===== src/rtl/ecc_wc_pkg.sv =====
package ecc_wc_pkg;

    localparam int unsigned WC_BYTE_W     = 8;
    localparam int unsigned WC_ADDR_W     = 32;
    localparam int unsigned WC_COUNT_W    = 16;
    localparam int unsigned WC_LANES      = 8;
    localparam int unsigned WC_HEAD_ALIGN = 4;

    typedef enum logic [1:0] {
        WC_IDLE  = 2'd0,
        WC_FILL  = 2'd1,
        WC_DRAIN = 2'd2
    } wc_state_e;

    typedef logic [WC_BYTE_W-1:0] wc_byte_t;

endpackage


===== src/rtl/ecc_wc_ctrl.sv =====
module ecc_wc_ctrl
    import ecc_wc_pkg::*;
#(
    parameter int unsigned AW         = WC_ADDR_W,
    parameter int unsigned CW         = WC_COUNT_W,
    parameter int unsigned LANES      = WC_LANES,
    parameter int unsigned HEAD_ALIGN = WC_HEAD_ALIGN,
    localparam int unsigned LB        = $clog2(LANES)
) (
    input  logic          clk,
    input  logic          rst,
    input  logic          start_i,
    input  logic [AW-1:0] start_addr_i,
    input  logic [CW-1:0] byte_count_i,
    input  logic          byte_valid_i,
    input  logic          slot_free_i,
    input  logic          wr_fire_i,
    output logic          byte_ready_o,
    output logic          take_o,
    output logic          flush_o,
    output logic          arm_o,
    output logic [LB-1:0] lane_o,
    output logic [AW-1:0] base_o,
    output logic          done_o,
    output logic          err_o
);

    wc_state_e     state_q;
    logic [LB-1:0] lane_q;
    logic [AW-1:0] base_q;
    logic [CW-1:0] left_q;
    logic          done_q;
    logic          err_q;

    logic          misaligned;
    logic          last_byte;
    logic          lane_full;
    logic [AW-1:0] aligned_start;

    always_comb begin
        misaligned    = (start_addr_i % AW'(HEAD_ALIGN)) != '0;
        aligned_start = start_addr_i & ~AW'(LANES - 1);
        last_byte     = (left_q == CW'(1));
        lane_full     = (lane_q == LB'(LANES - 1));
        byte_ready_o  = (state_q == WC_FILL) && slot_free_i;
        take_o        = byte_ready_o && byte_valid_i;
        flush_o       = take_o && (lane_full || last_byte);
        arm_o         = (state_q == WC_IDLE) && start_i && !misaligned
                        && (byte_count_i != '0);
    end

    always_ff @(posedge clk) begin
        if (rst) begin
            state_q <= WC_IDLE;
            lane_q  <= '0;
            base_q  <= '0;
            left_q  <= '0;
            done_q  <= 1'b0;
            err_q   <= 1'b0;
        end else begin
            done_q <= 1'b0;
            case (state_q)
                WC_IDLE: begin
                    if (start_i) begin
                        if (misaligned) begin
                            err_q <= 1'b1;
                        end else if (byte_count_i == '0) begin
                            done_q <= 1'b1;
                        end else begin
                            base_q  <= aligned_start;
                            lane_q  <= start_addr_i[LB-1:0];
                            left_q  <= byte_count_i;
                            state_q <= WC_FILL;
                        end
                    end
                end
                WC_FILL: begin
                    if (take_o) begin
                        left_q <= left_q - CW'(1);
                        if (flush_o) begin
                            lane_q <= '0;
                            base_q <= base_q + AW'(LANES);
                            if (last_byte) begin
                                state_q <= WC_DRAIN;
                            end
                        end else begin
                            lane_q <= lane_q + LB'(1);
                        end
                    end
                end
                WC_DRAIN: begin
                    if (wr_fire_i) begin
                        state_q <= WC_IDLE;
                        done_q  <= 1'b1;
                    end
                end
                default: state_q <= WC_IDLE;
            endcase
        end
    end

    assign lane_o = lane_q;
    assign base_o = base_q;
    assign done_o = done_q;
    assign err_o  = err_q;

endmodule


===== src/rtl/ecc_wc_lanes.sv =====
module ecc_wc_lanes
    import ecc_wc_pkg::*;
#(
    parameter int unsigned LANES = WC_LANES,
    localparam int unsigned LB   = $clog2(LANES),
    localparam int unsigned DW   = LANES * WC_BYTE_W
) (
    input  logic          clk,
    input  logic          rst,
    input  logic          clear_i,
    input  logic          take_i,
    input  logic [LB-1:0] lane_i,
    input  wc_byte_t      byte_i,
    output logic [DW-1:0] merged_o
);

    wc_byte_t stage_q [LANES];

    for (genvar g = 0; g < LANES; g++) begin : g_lane
        logic hit;
        assign hit = take_i && (lane_i == LB'(g));

        always_ff @(posedge clk) begin
            if (rst || clear_i) begin
                stage_q[g] <= '0;
            end else if (hit) begin
                stage_q[g] <= byte_i;
            end
        end

        assign merged_o[g*WC_BYTE_W +: WC_BYTE_W] = hit ? byte_i : stage_q[g];
    end

endmodule


===== src/rtl/ecc_wc_wport.sv =====
module ecc_wc_wport
    import ecc_wc_pkg::*;
#(
    parameter int unsigned AW    = WC_ADDR_W,
    parameter int unsigned LANES = WC_LANES,
    localparam int unsigned DW   = LANES * WC_BYTE_W
) (
    input  logic          clk,
    input  logic          rst,
    input  logic          load_i,
    input  logic [AW-1:0] addr_i,
    input  logic [DW-1:0] data_i,
    input  logic          wr_ready_i,
    output logic          wr_valid_o,
    output logic [AW-1:0] wr_addr_o,
    output logic [DW-1:0] wr_data_o
);

    typedef struct packed {
        logic [AW-1:0] addr;
        logic [DW-1:0] data;
    } word_t;

    word_t word_q;
    logic  valid_q;

    always_ff @(posedge clk) begin
        if (rst) begin
            valid_q <= 1'b0;
            word_q  <= '0;
        end else if (load_i) begin
            valid_q     <= 1'b1;
            word_q.addr <= addr_i;
            word_q.data <= data_i;
        end else if (valid_q && wr_ready_i) begin
            valid_q <= 1'b0;
        end
    end

    assign wr_valid_o = valid_q;
    assign wr_addr_o  = word_q.addr;
    assign wr_data_o  = word_q.data;

endmodule


===== src/rtl/ecc_wr_coalesce.sv =====
module ecc_wr_coalesce
    import ecc_wc_pkg::*;
#(
    parameter int unsigned AW         = WC_ADDR_W,
    parameter int unsigned CW         = WC_COUNT_W,
    parameter int unsigned LANES      = WC_LANES,
    parameter int unsigned HEAD_ALIGN = WC_HEAD_ALIGN,
    localparam int unsigned LB        = $clog2(LANES),
    localparam int unsigned DW        = LANES * WC_BYTE_W
) (
    input  logic          clk,
    input  logic          rst,
    input  logic          start_i,
    input  logic [AW-1:0] start_addr_i,
    input  logic [CW-1:0] byte_count_i,
    input  logic          byte_valid_i,
    input  logic [7:0]    byte_data_i,
    output logic          byte_ready_o,
    output logic          wr_valid_o,
    output logic [AW-1:0] wr_addr_o,
    output logic [DW-1:0] wr_data_o,
    input  logic          wr_ready_i,
    output logic          done_o,
    output logic          err_o
);

    logic          slot_free;
    logic          wr_fire;
    logic          take;
    logic          flush;
    logic          arm;
    logic [LB-1:0] lane;
    logic [AW-1:0] base;
    logic [DW-1:0] merged;

    assign slot_free = !wr_valid_o || wr_ready_i;
    assign wr_fire   = wr_valid_o && wr_ready_i;

    ecc_wc_ctrl #(
        .AW(AW), .CW(CW), .LANES(LANES), .HEAD_ALIGN(HEAD_ALIGN)
    ) u_ctrl (
        .clk          (clk),
        .rst          (rst),
        .start_i      (start_i),
        .start_addr_i (start_addr_i),
        .byte_count_i (byte_count_i),
        .byte_valid_i (byte_valid_i),
        .slot_free_i  (slot_free),
        .wr_fire_i    (wr_fire),
        .byte_ready_o (byte_ready_o),
        .take_o       (take),
        .flush_o      (flush),
        .arm_o        (arm),
        .lane_o       (lane),
        .base_o       (base),
        .done_o       (done_o),
        .err_o        (err_o)
    );

    ecc_wc_lanes #(.LANES(LANES)) u_lanes (
        .clk      (clk),
        .rst      (rst),
        .clear_i  (arm || flush),
        .take_i   (take),
        .lane_i   (lane),
        .byte_i   (byte_data_i),
        .merged_o (merged)
    );

    ecc_wc_wport #(.AW(AW), .LANES(LANES)) u_wport (
        .clk        (clk),
        .rst        (rst),
        .load_i     (flush),
        .addr_i     (base),
        .data_i     (merged),
        .wr_ready_i (wr_ready_i),
        .wr_valid_o (wr_valid_o),
        .wr_addr_o  (wr_addr_o),
        .wr_data_o  (wr_data_o)
    );

endmodule


===== config.mk =====
export PLATFORM = sky130hd
export DESIGN_NAME = ecc_wr_coalesce
export DESIGN_NICKNAME = d
export VERILOG_FILES = /design/src/rtl/ecc_wc_pkg.sv /design/src/rtl/ecc_wc_ctrl.sv /design/src/rtl/ecc_wc_lanes.sv /design/src/rtl/ecc_wc_wport.sv /design/src/rtl/ecc_wr_coalesce.sv
export SDC_FILE = /design/constraint.sdc
export NUM_CORES = 1
export LEC_CHECK = 0
export BUFFER_PORTS_ARGS = -buffer_cell sky130_fd_sc_hd__buf_2
export CORE_UTILIZATION = 25
export DETAILED_ROUTE_END_ITERATION = 10
export SYNTH_ARGS = -nofsm -noshare
export SYNTH_HDL_FRONTEND = slang
export SYNTH_SLANG_ARGS = --single-unit

===== constraint.sdc =====
create_clock -name clk -period 1.95 [get_ports clk]
set_input_delay 0.0975 -clock clk [delete_from_list [all_inputs] [get_ports clk]]
set_output_delay 0.0975 -clock clk [all_outputs]
set_load 0.005 [all_outputs]

==> results.py, run 1 <==
metrics = {
    "status": {
        "status": "finished, violations left",
        "violations": "negative setup slack",
    },
    "power_and_ir_drop": {
        "combinationalPowerShare": 0.107,
        "p_total_mw": 9.912,
        "clock_power_share": 0.419,
        "swShare": 0.2554,
        "leakage_nw": 5.422,
        "pwr-share-seq": 0.474,
        "p_sw_mw": 2.532,
        "powerDensity_nw_per_um2": 727.4,
        "intPower_mw": 7.380,
        "ir_drop_uv": 528.8,
    },
    "final_layout": {
        "layout.cells.non_filler": 1895,
        "fin_util": 0.3584,
        "nets": 1439,
        "seqCellArea_sq_um": 4850,
        "nFillCells": 3900,
        "diodes": 0,
        "multi_input_area_sq_um": 4860,
        "synthToLayoutAreaGrowth_pct": 39.83,
        "drive_gt1_frac": 0.3259,
    },
    "timing": {
        "finalWorstSetupSlack_ps": -59.50,
        "worst_pin_slew_ps": 584.9,
        "finalCriticalPeriod_ps": 2009,
        "finClkSkew_ps": 13.54,
        "slew_violations": 0,
        "hold_violations": 0,
        "relSlewSlack": 0.6092,
        "fin_setup_tns_ps": -1377,
        "max_freq_ghz": 0.4976,
        "finalSetupViolCount": 62,
        "fin_crit_sh": 1.031,
        "rsz0062_at_grt": "true",
    },
    "floorplanning": {
        "fp.dieH_microns": 199.4,
        "die_area_sq_um": 39780,
        "coreArea_sq_um": 38020,
        "start_util": 0.2563,
        "io_pins": 161,
        "rows": 71,
        "die_w_microns": 199.4,
    },
    "placed_design": {
        "place.gp.congestion": 0.8545,
        "dpl.hpwl_microns": 22730,
        "portBuffers": 157,
        "post-place-ws_ps": -137.8,
        "place_inst": 1813,
    },
    "global_routing": {
        "busiest_layer": "met2",
        "overflow": 0,
        "grt_antenna_before_repair": 1,
        "grt_pass1_wl_microns": 50900,
        "grt_max_degree": 104,
        "gr-usage-met3": 0.03038,
        "grt_pass1_vias": 9066,
        "grt_usage": 0.1639,
        "grtUsageMet1": 0.2159,
        "gr-usage-met2": 0.2784,
    },
    "detailed_routing": {
        "wirelength_microns": 33350,
        "num_vias": 9424,
        "wire_per_inst_microns": 17.60,
        "drt_iter0_drc": 528,
        "vias_per_cell": 4.973,
        "drc_errors": 0,
        "antenna_left": 0,
        "firstDrtPassIters": 5,
    },
    "synth": {
        "synth_warnings": 0,
        "ys_seq_area_frac": 0.4971,
        "avgSynthCellArea_sq_um": 8.812,
        "yosysUniqueCellTypes": 59,
        "async_flop_share": 0,
        "ys_top_cells_by_count": "nand2_1 (190), nor2_1 (158), dfxtp_1 (146), a21oi_1 (76), edfxtp_1 (64)",
        "syn_inst": 1106,
        "synthFlopType": "dfxtp_1",
        "synth_edf_count": 64,
        "yosysTopAreaCell": "dfxtp_1",
        "synthTopCellsByArea": "dfxtp_1 (30%), edfxtp_1 (20%), nand2_1 (7.3%), nor2_1 (6.1%), a21oi_1 (3.9%)",
        "synth.most_common_cell": "nand2_1",
        "post-synth-top-area-fraction": 0.2999,
        "synth.cell_area_sq_um": 9746,
        "synth-seq-cells": 210,
    },
    "worst_setup_path": {
        "crit_buf_inv": 3,
        "crit_fanout": 22,
        "path_class": "flop to flop",
        "max_stage_delay_ps": 330,
        "crit_arrival_ps": 2410,
        "cp.required_ps": 2350,
        "crit_chain": "nor4_4 -> buf_4 -> and4_4 -> o21a_4 -> buf_12 -> buf_16 -> nor2_2 -> a311oi_1",
        "rrSetupSlack_ps": -60,
        "crit_family": "simple AND/OR/NAND/NOR gates",
        "cp-start-kind": "flop",
        "end_kind": "flop",
        "r2r_cells": 8,
        "critPathSlowestCell": "dfxtp_2",
        "worst-path-stages": 8,
    },
    "clocking": {
        "cts.reportedPaths.clkPinSlew_ps": 60,
        "cts_num_sinks": 210,
        "cts.htree.levels": 1,
        "clk_latency_ps": 520,
        "cts_tree": "done",
        "cts-buffers-inserted": 24,
        "cts_root_buf": "clkbuf_16",
        "clockBufferDepth": 3,
    },
    "flow_run": {
        "drv_cap": 0,
    },
    "worst_hold_path": {
        "min_path_type": "input port to flop",
        "hold_depth": 3,
    },
}
stage by stage:
step	hold WS (ps)	instance area, sq um
after floorplan	237.0	9802
after global placement	357.9	11920
after detailed placement	364.4	11920
after CTS	0.1911	13240
after global routing	15.53	13630
final	14.76	13630
final timing paths:
| path | start | end |
|---|---|---|
| setup reg to reg | u_ctrl.left_q[7] | u_wport.wr_data_o[26] |
| hold / removal | byte_data_i[3] | u_wport.wr_data_o[59] |
| hold reg to reg | u_wport.wr_addr_o[25] | u_wport.wr_addr_o[25] |
| setup / recovery | u_ctrl.left_q[7] | u_wport.wr_data_o[26] |
worst register-to-register path, cell delays in order, from the launching register on:
cell and delay [ps]:
dfxtp_2 330, nor4_4 300, buf_4 150, and4_4 230, o21a_4 190, buf_12 170, buf_16 170, nor2_2 60
a311oi_1 300
repair_timing:
item	4_1_cts	5_1_grt
cloned	2	0
hold endpoints to repair	44	0
setup endpoints to repair	212	195
hold buffers	35	0
pin swaps	7	19
buffers inserted	2	2
gates resized for setup	42	86
flip-flops by register name (all words and copies together), names as in the netlist:
register	count
u_wport.wr_valid_o	1
u_ctrl.left_q	16
u_wport.wr_addr_o	29
u_ctrl.lane_o	3
u_ctrl.state_q	2
u_ctrl.done_o	1
u_ctrl.base_o	29
u_wport.wr_data_o	64
u_ctrl.err_o	1
u_lanes.stage_q	64
layer usage:
layer / up-vias / part of all wire
met5: - / 0.00039
met4: 2 / 0.018
met3: 52 / 0.066
met2: 340 / 0.47
met1: 4519 / 0.44
li1: 4511 / -
layout make-up:
cell class,instances,share of cell area
multi-input combinational,786,0.3566
sequential,210,0.3559
timing repair buffer,334,0.1836
tap,511,0.04692
clock buffer,27,0.04637
clock inverter,14,0.006060
inverter,13,0.004499
logic make-up after synthesis:
group,after synthesis,share of synthesized area
AND/OR/NAND/NOR,488,0.2225
AO/OA/AOI/OAI,254,0.1837
flip-flops,210,0.4971
buffers and inverters,120,0.06008
multiplexers,24,0.02465
adder cells (fa/ha/maj),9,0.01155
other,1,0.0003848
power by group through the flow:
stage,Sequential (mW),Clock (mW),Combinational [mW]
3_3_place_gp,4.78,0,0.915
3_5_place_dp,4.78,0,0.922
5_1_grt,4.71,4.42,1.15
6_report,4.69,4.16,1.06
2_1_floorplan,4.77,0,0.479
4_1_cts,4.69,4.26,1.01
cells in the final DEF, fill, tap and decap left out, drive strengths merged, types with 27 or more instances in the layout:
cell	instances
buf	299
nand2	191
nor2	159
dfxtp	146
a21oi	76
edfxtp	64
nand3	58
a311oi	41
dlygate4sd3	35
clkbuf	27
Note: power is estimated with default switching activity, not from simulation.
==> run 2, diff against run 1 <==
Settings changed: PLACE_DENSITY set to 0.45.
==> run 2 against run 1 <==
The run still ends with negative setup slack left. Clock power up 9.1%. Combinational power about the same. Sequential share of layout area down 1.5 points. Register-to-register slack better by 50 ps. Utilization up 1.6 points. Worst hold slack better by 1.7 ps. Largest power group unchanged. Die area unchanged. Flip-flop and latch count unchanged. Maximum frequency up 2.3%. Worst setup slack better by 46 ps. Cell count up 1.2%. Cell area up 4.4%. Highest routed layer unchanged.
==> results.py, run 2 (synthesis results as in run 1) <==
metrics = {
    "detailed_routing": {
        "drc_errors": 0,
        "drt_iter0_drc": 591,
        "wirelength_microns": 35470,
        "firstDrtPassIters": 5,
        "antenna_left": 0,
        "vias_per_cell": 4.900,
        "wire_per_inst_microns": 18.49,
        "num_vias": 9399,
    },
    "clocking": {
        "cts-buffers-inserted": 24,
        "cts_tree": "done",
        "cts.htree.levels": 1,
        "clockBufferDepth": 3,
        "cts_root_buf": "clkbuf_16",
        "clk_latency_ps": 530,
        "cts_num_sinks": 210,
        "cts.reportedPaths.clkPinSlew_ps": 60,
    },
    "final_layout": {
        "nets": 1461,
        "fin_util": 0.3741,
        "final_cell_mix": "nand2_1 (167), buf_2 (156), dfxtp_1 (143), nor2_1 (133), buf_4 (122)",
        "design_area_sq_um": 14220,
        "layout.cells.non_filler": 1918,
        "final_common_cell": "nand2_1",
        "synthToLayoutAreaGrowth_pct": 45.96,
        "drive_gt1_frac": 0.3521,
    },
    "placed_design": {
        "dpl.hpwl_microns": 23170,
        "place.gp.congestion": 0.8241,
        "post-place-ws_ps": -613.7,
        "portBuffers": 157,
        "place_inst": 1818,
        "place_area_sq_um": 11980,
    },
    "worst_setup_path": {
        "crit_fanout": 8,
        "cp.required_ps": 2220,
        "crit_chain": "nor4_4 -> buf_4 -> and4_4 -> o21a_4 -> buf_12 -> or3_4 -> nor2_1",
        "end_kind": "flop",
        "crit_arrival_ps": 2240,
        "critPathSlowestCell": "dfxtp_4",
        "cp-start-kind": "flop",
        "rrSetupSlack_ps": -10,
        "path_class": "flop to flop",
        "max_stage_delay_ps": 360,
    },
    "global_routing": {
        "grt_usage": 0.1685,
        "grt_max_degree": 139,
        "grt_pass1_wl_microns": 51690,
        "grt_pass1_vias": 8895,
        "overflow": 0,
        "grt_antenna_before_repair": 1,
    },
    "power_and_ir_drop": {
        "p_total_mw": 10.31,
        "ir_drop_uv": 525.5,
        "powerDensity_nw_per_um2": 724.9,
        "leakage_nw": 5.684,
    },
    "timing": {
        "worst_pin_slew_ps": 920.2,
        "slew_violations": 0,
        "fin_setup_tns_ps": -35.94,
        "finalWorstSetupSlack_ps": -13.45,
        "max_freq_ghz": 0.5093,
        "finalSetupViolCount": 6,
        "whs_ps": 16.46,
        "rsz0062_at_grt": "true",
        "relSlewSlack": 0.3865,
        "fin_crit_sh": 1.007,
        "hold_violations": 0,
        "finClkSkew_ps": 17.26,
        "finalCriticalPeriod_ps": 1963,
    },
    "worst_hold_path": {
        "min_path_type": "input port to flop",
    },
    "floorplanning": {
        "fp.dieH_microns": 199.4,
        "start_util": 0.2563,
        "io_pins": 161,
        "rows": 71,
        "die_area_sq_um": 39780,
        "coreArea_sq_um": 38020,
        "die_w_microns": 199.4,
    },
    "status": {
        "status": "finished, violations left",
        "violations": "negative setup slack",
    },
    "flow_run": {
        "drv_cap": 0,
    },
}
[run 2: area by class of cell]
type	instances	area, sq um
multi-input combinational	787	4938
sequential	210	4851
clock inverter	8	101.3
timing repair buffer	355	2957
fill	3987	23800
antenna	1	2.502
tap	511	639.4
inverter	13	61.31
clock buffer	33	674.4
[run 2: report_power, final]
group / switching, mW / total, mW / leakage, nW / internal, mW
Combinational: 0.624 / 1.08 / 3.46 / 0.457
Sequential: 0.0671 / 4.69 / 1.85 / 4.62
Clock: 1.87 / 4.54 / 0.377 / 2.67
[run 2: worst max-delay path: cells and delay by family, from the launching register on]
family | cells | cell delay [ps]
and+or+nand+nor | 4 | 750
DFF | 1 | 360
buffers and inverters | 2 | 330
AOI/OAI and AO/OA | 1 | 260
[run 2: worst paths after layout]
check | depth (start not counted) | from | to
worst max-delay path | 7 | u_ctrl.left_q[15] | u_lanes.stage_q[1][15]
worst min-delay path | 3 | byte_data_i[3] | u_wport.wr_data_o[59]
worst max register to register | 7 | u_ctrl.left_q[15] | u_lanes.stage_q[1][15]
worst min register to register | 2 | u_wport.wr_addr_o[17] | u_wport.wr_addr_o[17]
[run 2: timing repair]
action,4_1_cts,5_1_grt
resized for setup,40,128
setup endpoints to repair,229,197
pin swaps,21,55
hold endpoints to repair,29,0
setup buffers,3,16
hold buffers,24,0
gates cloned,2,14
[run 2: per-layer routing]
layer  track usage  vias up  routed length, microns
li1              -     4564                       -
met1        0.2288     4534                   16180
met2        0.2833      256                   16870
met3       0.02295       43                    1780
met4       0.03591        2                     616
met5             0        -                      13
